`config.mk`:
```
export PLATFORM = sky130hd
export DESIGN_NAME = sppkt_parser
export DESIGN_NICKNAME = d
export VERILOG_FILES = /design/src/rtl/sppkt_pkg.sv /design/src/rtl/sppkt_ctrl.sv /design/src/rtl/sppkt_merge.sv /design/src/rtl/sppkt_csum.sv /design/src/rtl/sppkt_parser.sv
export SDC_FILE = /design/constraint.sdc
export NUM_CORES = 1
export LEC_CHECK = 0
export ABC_CLOCK_PERIOD_IN_PS = 4200
export BUFFER_PORTS_ARGS = -buffer_cell sky130_fd_sc_hd__buf_2
export CORE_UTILIZATION = 50
export CTS_BUF_LIST = sky130_fd_sc_hd__clkbuf_16
export DETAILED_ROUTE_END_ITERATION = 16
export PLACE_DENSITY = 0.71
export SLEW_MARGIN = 10
export SYNTH_ARGS = -nofsm -noshare
export SYNTH_HDL_FRONTEND = slang
export SYNTH_SLANG_ARGS = --single-unit
```
`constraint.sdc`:
```
create_clock -name clk -period 4.2 [get_ports clk]
set_input_delay 0.63 -clock clk [delete_from_list [all_inputs] [get_ports clk]]
set_output_delay 0.63 -clock clk [all_outputs]
set_load 0.1 [all_outputs]
```
`src/rtl/sppkt_pkg.sv`:
```
package sppkt_pkg;
   localparam logic [7:0] START_MARK = 8'hC3;
   localparam logic [7:0] END_MARK   = 8'hC8;
   localparam int         GRP_LEN    = 7;
   localparam int         ODD_MAX    = GRP_LEN - 1;
   localparam logic [7:0] CS_FILL    = 8'hAA;
   localparam logic [7:0] CS_KEEP    = 8'h55;

   typedef enum logic [3:0] {
      ST_HUNT, ST_DEST, ST_SRC, ST_TYPE, ST_AUX, ST_STAT,
      ST_ODDCNT, ST_GRPCNT, ST_ODDMSB, ST_ODD, ST_GMSB, ST_GDATA,
      ST_CK1, ST_CK2, ST_END
   } pst_t;

   // rebuild the 8-bit checksum from its two folded wire bytes
   function automatic logic [7:0] unfold_cs(input logic [7:0] lo, input logic [7:0] hi);
      return (lo & CS_KEEP) | ((hi & CS_KEEP) << 1);
   endfunction
endpackage

```
`src/rtl/sppkt_ctrl.sv`:
```
module sppkt_ctrl
   import sppkt_pkg::*;
#(
   parameter int MAX_UNIT   = 15,
   parameter int MAX_GROUPS = 74,
   localparam int GW = $clog2(MAX_GROUPS + 1)
) (
   input  logic       clk,
   input  logic       rst_n,
   input  logic       byte_vld,
   input  logic [7:0] byte_in,
   output logic       lock,
   output logic [4:0] hdr_we,
   output logic       cnt_we,
   output logic       msb_we,
   output logic       dat_we,
   output logic       odd_dat,
   output logic [2:0] dat_idx,
   output logic       ck1_we,
   output logic       ck2_we,
   output logic       end_chk,
   output logic       abort
);
   pst_t          st, nxt;
   logic [2:0]    pos, odd_n;
   logic [GW-1:0] grp_left;
   logic          b7, dst_ok, cnt_bad;

   assign b7      = byte_in[7];
   assign dst_ok  = b7 && (int'(byte_in[6:0]) <= MAX_UNIT);
   assign dat_idx = pos;

   always_comb begin
      cnt_bad = 1'b0;
      if (st == ST_ODDCNT) cnt_bad = int'(byte_in[6:0]) > ODD_MAX;
      if (st == ST_GRPCNT) cnt_bad = int'(byte_in[6:0]) > MAX_GROUPS;
   end

   always_comb begin
      nxt = st; lock = 1'b0; hdr_we = '0; cnt_we = 1'b0; msb_we = 1'b0;
      dat_we = 1'b0; odd_dat = 1'b0; ck1_we = 1'b0; ck2_we = 1'b0;
      end_chk = 1'b0; abort = 1'b0;
      if (byte_vld) begin
         case (st)
            ST_HUNT: if (byte_in == START_MARK) begin lock = 1'b1; nxt = ST_DEST; end
            ST_DEST: begin
               if (byte_in == START_MARK) lock = 1'b1;
               else if (dst_ok) begin hdr_we[0] = 1'b1; nxt = ST_SRC; end
               else nxt = ST_HUNT;
            end
            default: begin
               if (!b7 || cnt_bad) begin
                  abort = 1'b1; nxt = ST_HUNT;
               end else begin
                  case (st)
                     ST_SRC:  begin hdr_we[1] = 1'b1; nxt = ST_TYPE; end
                     ST_TYPE: begin hdr_we[2] = 1'b1; nxt = ST_AUX; end
                     ST_AUX:  begin hdr_we[3] = 1'b1; nxt = ST_STAT; end
                     ST_STAT: begin hdr_we[4] = 1'b1; nxt = ST_ODDCNT; end
                     ST_ODDCNT: begin cnt_we = 1'b1; nxt = ST_GRPCNT; end
                     ST_GRPCNT: begin
                        cnt_we = 1'b1;
                        if (odd_n != 3'd0)              nxt = ST_ODDMSB;
                        else if (byte_in[6:0] != 7'd0)  nxt = ST_GMSB;
                        else                            nxt = ST_CK1;
                     end
                     ST_ODDMSB: begin msb_we = 1'b1; nxt = ST_ODD; end
                     ST_ODD: begin
                        dat_we = 1'b1; odd_dat = 1'b1;
                        if (pos == odd_n - 3'd1)
                           nxt = (grp_left != '0) ? ST_GMSB : ST_CK1;
                     end
                     ST_GMSB: begin msb_we = 1'b1; nxt = ST_GDATA; end
                     ST_GDATA: begin
                        dat_we = 1'b1;
                        if (int'(pos) == GRP_LEN - 1)
                           nxt = (grp_left == GW'(1)) ? ST_CK1 : ST_GMSB;
                     end
                     ST_CK1: begin ck1_we = 1'b1; nxt = ST_CK2; end
                     ST_CK2: begin ck2_we = 1'b1; nxt = ST_END; end
                     ST_END: begin end_chk = 1'b1; nxt = ST_HUNT; end
                     default: nxt = ST_HUNT;
                  endcase
               end
            end
         endcase
      end
   end

   always_ff @(posedge clk) begin
      if (!rst_n) begin
         st <= ST_HUNT; pos <= '0; odd_n <= '0; grp_left <= '0;
      end else begin
         st <= nxt;
         if (cnt_we && st == ST_ODDCNT) odd_n <= byte_in[2:0];
         if (cnt_we && st == ST_GRPCNT) grp_left <= GW'(byte_in[6:0]);
         if (msb_we) pos <= '0;
         else if (dat_we) pos <= pos + 3'd1;
         if (dat_we && !odd_dat && int'(pos) == GRP_LEN - 1) grp_left <= grp_left - GW'(1);
      end
   end
endmodule

```
`src/rtl/sppkt_merge.sv`:
```
module sppkt_merge
   import sppkt_pkg::*;
(
   input  logic       clk,
   input  logic       rst_n,
   input  logic       msb_we,
   input  logic [2:0] idx,
   input  logic [7:0] byte_in,
   output logic [7:0] merged
);
   logic [GRP_LEN-1:0] msb_q;
   logic [GRP_LEN-1:0] top_bit;

   always_ff @(posedge clk) begin
      if (!rst_n)      msb_q <= '0;
      else if (msb_we) msb_q <= byte_in[GRP_LEN-1:0];
   end

   // data byte k of a run draws its top bit from MSB-byte bit 6-k
   for (genvar k = 0; k < GRP_LEN; k++) begin : g_sel
      assign top_bit[k] = msb_q[GRP_LEN-1-k];
   end

   always_comb begin
      merged = {1'b0, byte_in[6:0]};
      if (int'(idx) < GRP_LEN) merged[7] = top_bit[idx];
   end
endmodule

```
`src/rtl/sppkt_csum.sv`:
```
module sppkt_csum
   import sppkt_pkg::*;
(
   input  logic       clk,
   input  logic       rst_n,
   input  logic       clr,
   input  logic       add_raw,
   input  logic       add_dat,
   input  logic [7:0] raw,
   input  logic [7:0] dat,
   input  logic       ck1_we,
   input  logic       ck2_we,
   output logic       cs_ok
);
   logic [7:0] acc, ck1_q;

   always_ff @(posedge clk) begin
      if (!rst_n) begin
         acc <= '0; ck1_q <= '0; cs_ok <= 1'b0;
      end else begin
         if (clr)          acc <= '0;
         else if (add_raw) acc <= acc ^ raw;
         else if (add_dat) acc <= acc ^ dat;
         if (ck1_we) ck1_q <= raw;
         if (ck2_we) cs_ok <= (unfold_cs(ck1_q, raw) == acc);
      end
   end
endmodule

```
`src/rtl/sppkt_parser.sv`:
```
module sppkt_parser
   import sppkt_pkg::*;
#(
   parameter int MAX_UNIT   = 15,
   parameter int MAX_GROUPS = 74
) (
   input  logic       clk,
   input  logic       rst_n,
   input  logic       byte_vld,
   input  logic [7:0] byte_in,
   output logic [6:0] unit_dst,
   output logic [6:0] unit_src,
   output logic [6:0] pkt_type,
   output logic [6:0] pkt_aux,
   output logic [6:0] pkt_stat,
   output logic       pay_we,
   output logic [7:0] pay_byte,
   output logic [7:0] cmd_byte,
   output logic [7:0] parm_cnt,
   output logic       pkt_done,
   output logic       pkt_err
);
   localparam int NHDR = 5;

   if (MAX_UNIT < 0 || MAX_UNIT > 127) begin : g_bad_unit
      $error("MAX_UNIT must lie in 0..127");
   end
   if (MAX_GROUPS < 1 || MAX_GROUPS > 127) begin : g_bad_grp
      $error("MAX_GROUPS must lie in 1..127");
   end

   logic [NHDR-1:0] hdr_we;
   logic lock, cnt_we, msb_we, dat_we, odd_dat, ck1_we, ck2_we, end_chk, abort, cs_ok;
   logic [2:0] dat_idx;
   logic [7:0] merged;
   logic [6:0] hdr_q [NHDR];

   sppkt_ctrl #(.MAX_UNIT(MAX_UNIT), .MAX_GROUPS(MAX_GROUPS)) u_ctrl (
      .clk, .rst_n, .byte_vld, .byte_in, .lock, .hdr_we, .cnt_we, .msb_we,
      .dat_we, .odd_dat, .dat_idx, .ck1_we, .ck2_we, .end_chk, .abort);

   sppkt_merge u_merge (
      .clk, .rst_n, .msb_we, .idx(dat_idx), .byte_in, .merged);

   sppkt_csum u_csum (
      .clk, .rst_n, .clr(lock), .add_raw(cnt_we || (hdr_we != '0)),
      .add_dat(dat_we), .raw(byte_in), .dat(merged), .ck1_we, .ck2_we, .cs_ok);

   for (genvar h = 0; h < NHDR; h++) begin : g_hdr
      always_ff @(posedge clk) begin
         if (!rst_n)         hdr_q[h] <= '0;
         else if (hdr_we[h]) hdr_q[h] <= byte_in[6:0];
      end
   end

   assign unit_dst = hdr_q[0];
   assign unit_src = hdr_q[1];
   assign pkt_type = hdr_q[2];
   assign pkt_aux  = hdr_q[3];
   assign pkt_stat = hdr_q[4];

   always_ff @(posedge clk) begin
      if (!rst_n) begin
         pay_we <= 1'b0; pay_byte <= '0; cmd_byte <= '0; parm_cnt <= '0;
         pkt_done <= 1'b0; pkt_err <= 1'b0;
      end else begin
         pay_we   <= dat_we;
         if (dat_we) pay_byte <= merged;
         if (odd_dat && dat_idx == 3'd0) cmd_byte <= merged;
         if (odd_dat && dat_idx == 3'd1) parm_cnt <= merged;
         pkt_done <= end_chk && cs_ok && (byte_in == END_MARK);
         pkt_err  <= abort || (end_chk && !(cs_ok && byte_in == END_MARK));
      end
   end
endmodule

```
### Yosys cells after proc, flatten, opt, wreduce, memory -nomap -nowiden

Memory sizes are Yosys's and may differ from the RTL's.
Cells that the tools add are included.

| storage, ports and cells | value |
|---|---|
| memory bits (read-only) | 0 |
| output and inout port bits | 62 |
| register bits after elaboration | 67 |
| memories | 1 |
| RAM bits | 35 |
| word-level logic and storage cells | 175 |
| latch bits | 0 |
| input bits | 11 |

| cells by class | value |
|---|---|
| reduce and logical (&&, ||, !) cells | 32 |
| multipliers | 0 |
| div/mod/pow operators | 0 |
| muxes and demuxes | 86 |
| $lt $le $gt $ge | 5 |
| shift-type cells | 0 |
| eq/ne operators | 25 |
| $add $sub $neg | 3 |
| bitwise gates (word level) | 9 |

Memory list:

| memory | words | bits a word | rd ports | clocked after memory_dff | wr ports | line | source |
|---|---|---|---|---|---|---|---|
| hdr_q | 5 | 7 | 5 | 0 | 5 | sppkt_parser.sv:36 | `logic [6:0] hdr_q [NHDR];` |

Operator list:

| cell | count |
|---|---|
| $mux W1 | 61 |
| $mux W7 | 7 |
| $pmux W4 S12 | 1 |
| $mux W4 | 8 |
| $eq A4 B4 Y1 const B | 7 |
| $eq A4 B3 Y1 const B | 4 |
| $eq A8 B8 Y1 const B | 2 |
| $mux W8 | 2 |
| $xor A8 B8 Y8 | 2 |
| $reduce_bool A7 Y1 | 2 |
| $reduce_or A2 Y1 | 6 |
| $logic_and A1 B1 Y1 | 11 |
| $mux W3 | 3 |
| $eq A4 B2 Y1 const B | 2 |
| $eq A8 B8 Y1 | 1 |
| $or A7 B8 Y8 | 1 |
| $pmux W4 S2 | 1 |
| $eq A7 B1 Y1 const B | 1 |
| $gt A7 B3 Y1 const B | 1 |
| $gt A7 B7 Y1 const B | 1 |
| $le A7 B4 Y1 const B | 1 |
| $sub A7 B1 Y7 const B | 1 |
| $mux W5 | 1 |
| $ne A5 B1 Y1 const B | 1 |
| 23 further kinds | 32 |

### Longest topological paths before layout

| logic depth | value |
|---|---|
| depth after elaboration | 11 |
| gate-level depth with buffers | 9 |
| mapped depth without buffers | 8 |

### Modules after synthesis

A second synthesis with hierarchy kept.

| unflattened totals | value |
|---|---|
| cell total of the unflattened synthesis | 490 |
| area, all modules | 4862.2 µm² |

Modules (own cells, without submodules):

| module | times used | area an instance (µm²) | cells an instance |
|---|---|---|---|
| sppkt_parser | 1 | 2374.8 | 182 |
| sppkt_ctrl | 1 | 1468.9 | 193 |
| sppkt_csum | 1 | 653.1 | 81 |
| sppkt_merge | 1 | 365.4 | 34 |

### Worst setup path before layout

Ideal clock, no wire load.

| timing | value |
|---|---|
| path kind | input to register |
| start | input port byte_in[4] |
| end | memory hdr_q[4][0] (enable) |
| slack | 1400 ps |
| arrival | 2406 ps |
| required time | 3807 ps |
| buffers on the path | 2 |
| stages | 6 |
| cell sequence | buf_2 nor4_2 a2111o_1 buf_4 nand3_4 o41ai_1 |

RTL lines:

| element | line | source |
|---|---|---|
| from (decl) | sppkt_parser.sv:10 | `input logic [7:0] byte_in,` |
| to (decl) | sppkt_parser.sv:36 |  |

==> results.tsv <==
stage	metric	value	unit
yosys	synthXorXnorAreaFrac	3.15	%
global_route	grtUsageTotal	24.2	%
yosys	synth-seq-cells	99	
die	rows	35	
yosys	yosys_warnings	0	
clock_network	worstSkewPairLatency	340	ps
sta	fin_ws	1310	ps
yosys	yosys.area.top_type	dfxtp_1	
detailed_routing	dr.pass1.iters	5	
worst_setup_path	critPathSlowestCell	o31ai_1	
run	maxCapViolCount	0	
clock_network	cts_hold_buffers	0	
global_route	grt_pass1_vias	3620	
sta	rsz0062_at_grt	no	
worst_setup_path	crit_path_start_kind	input port	
die	ios	73	
pwr	p_per_area	373	nW/um^2
sta	setup_tns	0	ps
finish	finalCoreUtilization	58.3	%
die	die-height	99.2	um
placed_design	dpl_cell_area	5070	sq um
clock_network	cts_htree_levels	3	
detailed_routing	ant_nets	0	
finish	nNetsFinal	554	
pwr	switching_share	25.8	%
yosys	muxShareOfSynthArea	7.26	%
detailed_routing	wirelength	11500	um
pwr	power_switching	0.517	mW
worst_setup_path	worstPathMaxFanout	17	
finish	fin_area	5360	sq um
placed_design	port-buffer-count	72	
placed_design	dpl_worst_slack	1020	ps
detailed_routing	vias	3795	
global_route	grt_pass1_wl	18500	um
yosys	synth-edff-count	35	
clock_network	ctsResizeCount	0	
outcome	run_status	completed	
finish	n_antenna_cell	0	
worst_setup_path	end_kind	register	
worst_setup_path	crit_arrival	2850	ps
clock_network	cts_made_buffers	9	
finish	fill_cells	825	
yosys	syn_inst	490	
detailed_routing	route.detailed.drc	0	
pwr	peakVddDrop	0.000259	V
yosys	synth_top_area_share	27.1	%
clock_network	clockBufferDepth	2	
pwr	clkPwrFrac	40.9	%
pwr	power_frac_comb	8.9	%
sta	drv_slew	0	
global_route	grt_max_degree	33	
die	die_x	99.2	um
worst_setup_path	path_class	input port to register	
yosys	netlist_top_cells_area	dfxtp_1, edfxtp_1, mux2i_1	
placed_design	gp_congestion	0.916	
yosys	synthSimpleGateAreaFrac	22.8	%
yosys	synthArstFlopShare	0	%
sta	hold_violations	0	
yosys	yosysSeqAreaShare	49.4	%
sta	fin_skew	6.72	ps
sta	finalSetupViolCount	0	
worst_setup_path	cp.required	4170	ps
yosys	synth_top_family_by_area	simple AND/OR/NAND/NOR gates	
sta	fin_crit_sh	68.7	%
detailed_routing	via_per_inst	5.83	
hold_path	hp-class	register to register	
die	die_area	9840	sq um
yosys	yosysUniqueCellTypes	61	
yosys	syn_area	4720	sq um
sta	fin_crit	2890	ps
finish	drive_above_1_share	18.5	%
yosys	synthFlopType	dfxtp_1	
pwr	power.total	2.00	mW
detailed_routing	drt_iter0_drc	253	
die	core_region_area	9200	sq um
clock_network	cts-root-buf	clkbuf_16	
placed_design	dp_hpwl	7780	um
yosys	synth_compound_area_share	10.3	%
sta	worstMarginPinSlew	1130	ps
detailed_routing	wire_per_inst	17.6	um
clock_network	cts_sinks	99	
yosys	syn_area_per_cell	9.64	sq um
yosys	synthAdderAreaFrac	2.12	%
worst_setup_path	crit_chain	buf_2, nor4_2, a2111o_1, nand3_4, o31ai_1	
clock_network	post_cts.repair.setup_buffers	0	
pwr	internal-power	1.48	mW
sta	maxSlewHeadroom	24.2	%
sta	max_freq	346	MHz
clock_network	clk_pin_slew_worst_paths	70	ps
finish	syn_to_final_growth	13.6	%
global_route	grt-ovfl-total	0	
clock_network	cts_tree	built	
global_route	antenna_found_initial	0	
worst_setup_path	critical_path.max_stage_delay	910	ps
die	initial_utilization	51.4	%
pwr	total_leakage_power	2.18	nW
pwr	p_seq_share	50.2	%
-- placed cells by master, fill, tap and decap left out, drive strengths merged, types with 13 or more instances in the layout --
cell and n:
buf 74, dfxtp 64, nor2 53, nand2 39, edfxtp 35, mux2i 32
a21oi 28, nor3 22, inv 14, and2 13, o21ai 13
-- logic make-up (layout without fill, tap and decap cells) --
group | after synthesis | count (layout)
compound gates | 72 | 72
xor+xnor | 17 | 17
fa+ha+maj | 8 | 8
buf+inv | 56 | 104
flops | 99 | 99
mux | 33 | 33
other cells | 1 | 3
simple gates | 204 | 204
-- power groups by stage --
| stage | clock network [mW] | registers [mW] | logic [mW] |
|---|---|---|---|
| 3_5_place_dp | 0 | 1.03 | 0.177 |
| 5_1_grt | 0.867 | 1.01 | 0.185 |
| 2_1_floorplan | 0 | 1.12 | 0.0497 |
| 3_3_place_gp | 0 | 1.03 | 0.173 |
| 6_report | 0.819 | 1.01 | 0.177 |
| 4_1_cts | 0.824 | 1.01 | 0.178 |
-- worst paths after layout --
kind                                  start                        end  slack, ps  cells past startpoint
setup / recovery                 byte_in[4]  hdr_q[2][1]$_SDFFCE_PN0P_       1310                      5
setup reg to reg  u_ctrl.st[3]$_SDFFE_PN0P_  hdr_q[2][1]$_SDFFCE_PN0P_       1430                      4
hold reg to reg    pay_byte[5]$_SDFFE_PN0P_   pay_byte[5]$_SDFFE_PN0P_        450                      2
hold / removal     pay_byte[5]$_SDFFE_PN0P_   pay_byte[5]$_SDFFE_PN0P_        450                      2
-- cell type report --
type | count | area [sq um] | share of cell area (%)
Sequential cell | 99 | 2330 | 43.5
Multi-Input combinational cell | 337 | 2170 | 40.5
Timing Repair Buffer | 74 | 375 | 7.00
Clock buffer | 9 | 225 | 4.20
Tap cell | 111 | 139 | 2.59
Clock inverter | 7 | 67.6 | 1.26
Inverter | 14 | 52.6 | 0.980
-- registers in the layout (all words and copies together), names as in the netlist --
| name | flops |
|---|---|
| u_ctrl.grp_left | 7 |
| u_merge.msb_q | 7 |
| u_csum.cs_ok | 1 |
| pkt_done | 1 |
| hdr_q | 35 |
| parm_cnt | 8 |
| u_ctrl.odd_n | 3 |
| u_csum.ck1_q | 4 |
| u_ctrl.st | 4 |
| u_ctrl.dat_idx | 3 |
| pay_byte | 8 |
| pay_we | 1 |
| u_csum.acc | 8 |
| pkt_err | 1 |
| cmd_byte | 8 |
-- stage by stage --
stage | hold WS (ps) | std cells
2_1_floorplan | 455 | 492
4_1_cts | 454 | 651
3_3_place_gp | 445 | 635
5_1_grt | 483 | 651
3_5_place_dp | 444 | 635
6_report | 453 | 651
-- worst max-delay path: cells and delay by family --
kind                   cells  cell delay [ps]
AO/OA/AOI/OAI              2             1410
buffers and inverters      1              240
AND/OR/NAND/NOR            2              570
-- per-layer routing --
metal	share of wire (%)	GRT usage, %	up-vias
met5	0	0	-
met4	1.9	8.48	0
met3	6.4	5.97	19
met2	47	41.4	131
met1	44	29.9	1811
li1	-	-	1834
-- cell usage after synthesis, types with 2 or more instances --
cell and number:
nand3b_1 2, a21oi_1 28, nand4_2 2, nor4b_1 3
nand4bb_1 2, nand4_1 10, nor3b_1 3, o32ai_1 2
nor4bb_1 2, a31oi_1 2, buf_2 9, and2_1 13
nand3_1 10, a22oi_1 2, nor4_1 11, nor3_1 22
nand2_1 39, xnor2_1 5, inv_1 13, xor2_1 12
and4_1 2, o21a_1 2, dfxtp_1 64, nor2b_1 4
edfxtp_1 35, o41ai_1 2, nand2b_1 5, o31ai_1 2
or3_1 10, o21ai_0 13, and3_1 6, mux2i_1 32
clkbuf_1 27, buf_1 4, nor2_1 53, ha_1 8
a31o_2 3, o211ai_1 3
Note: power is estimated with default switching activity, not from simulation.
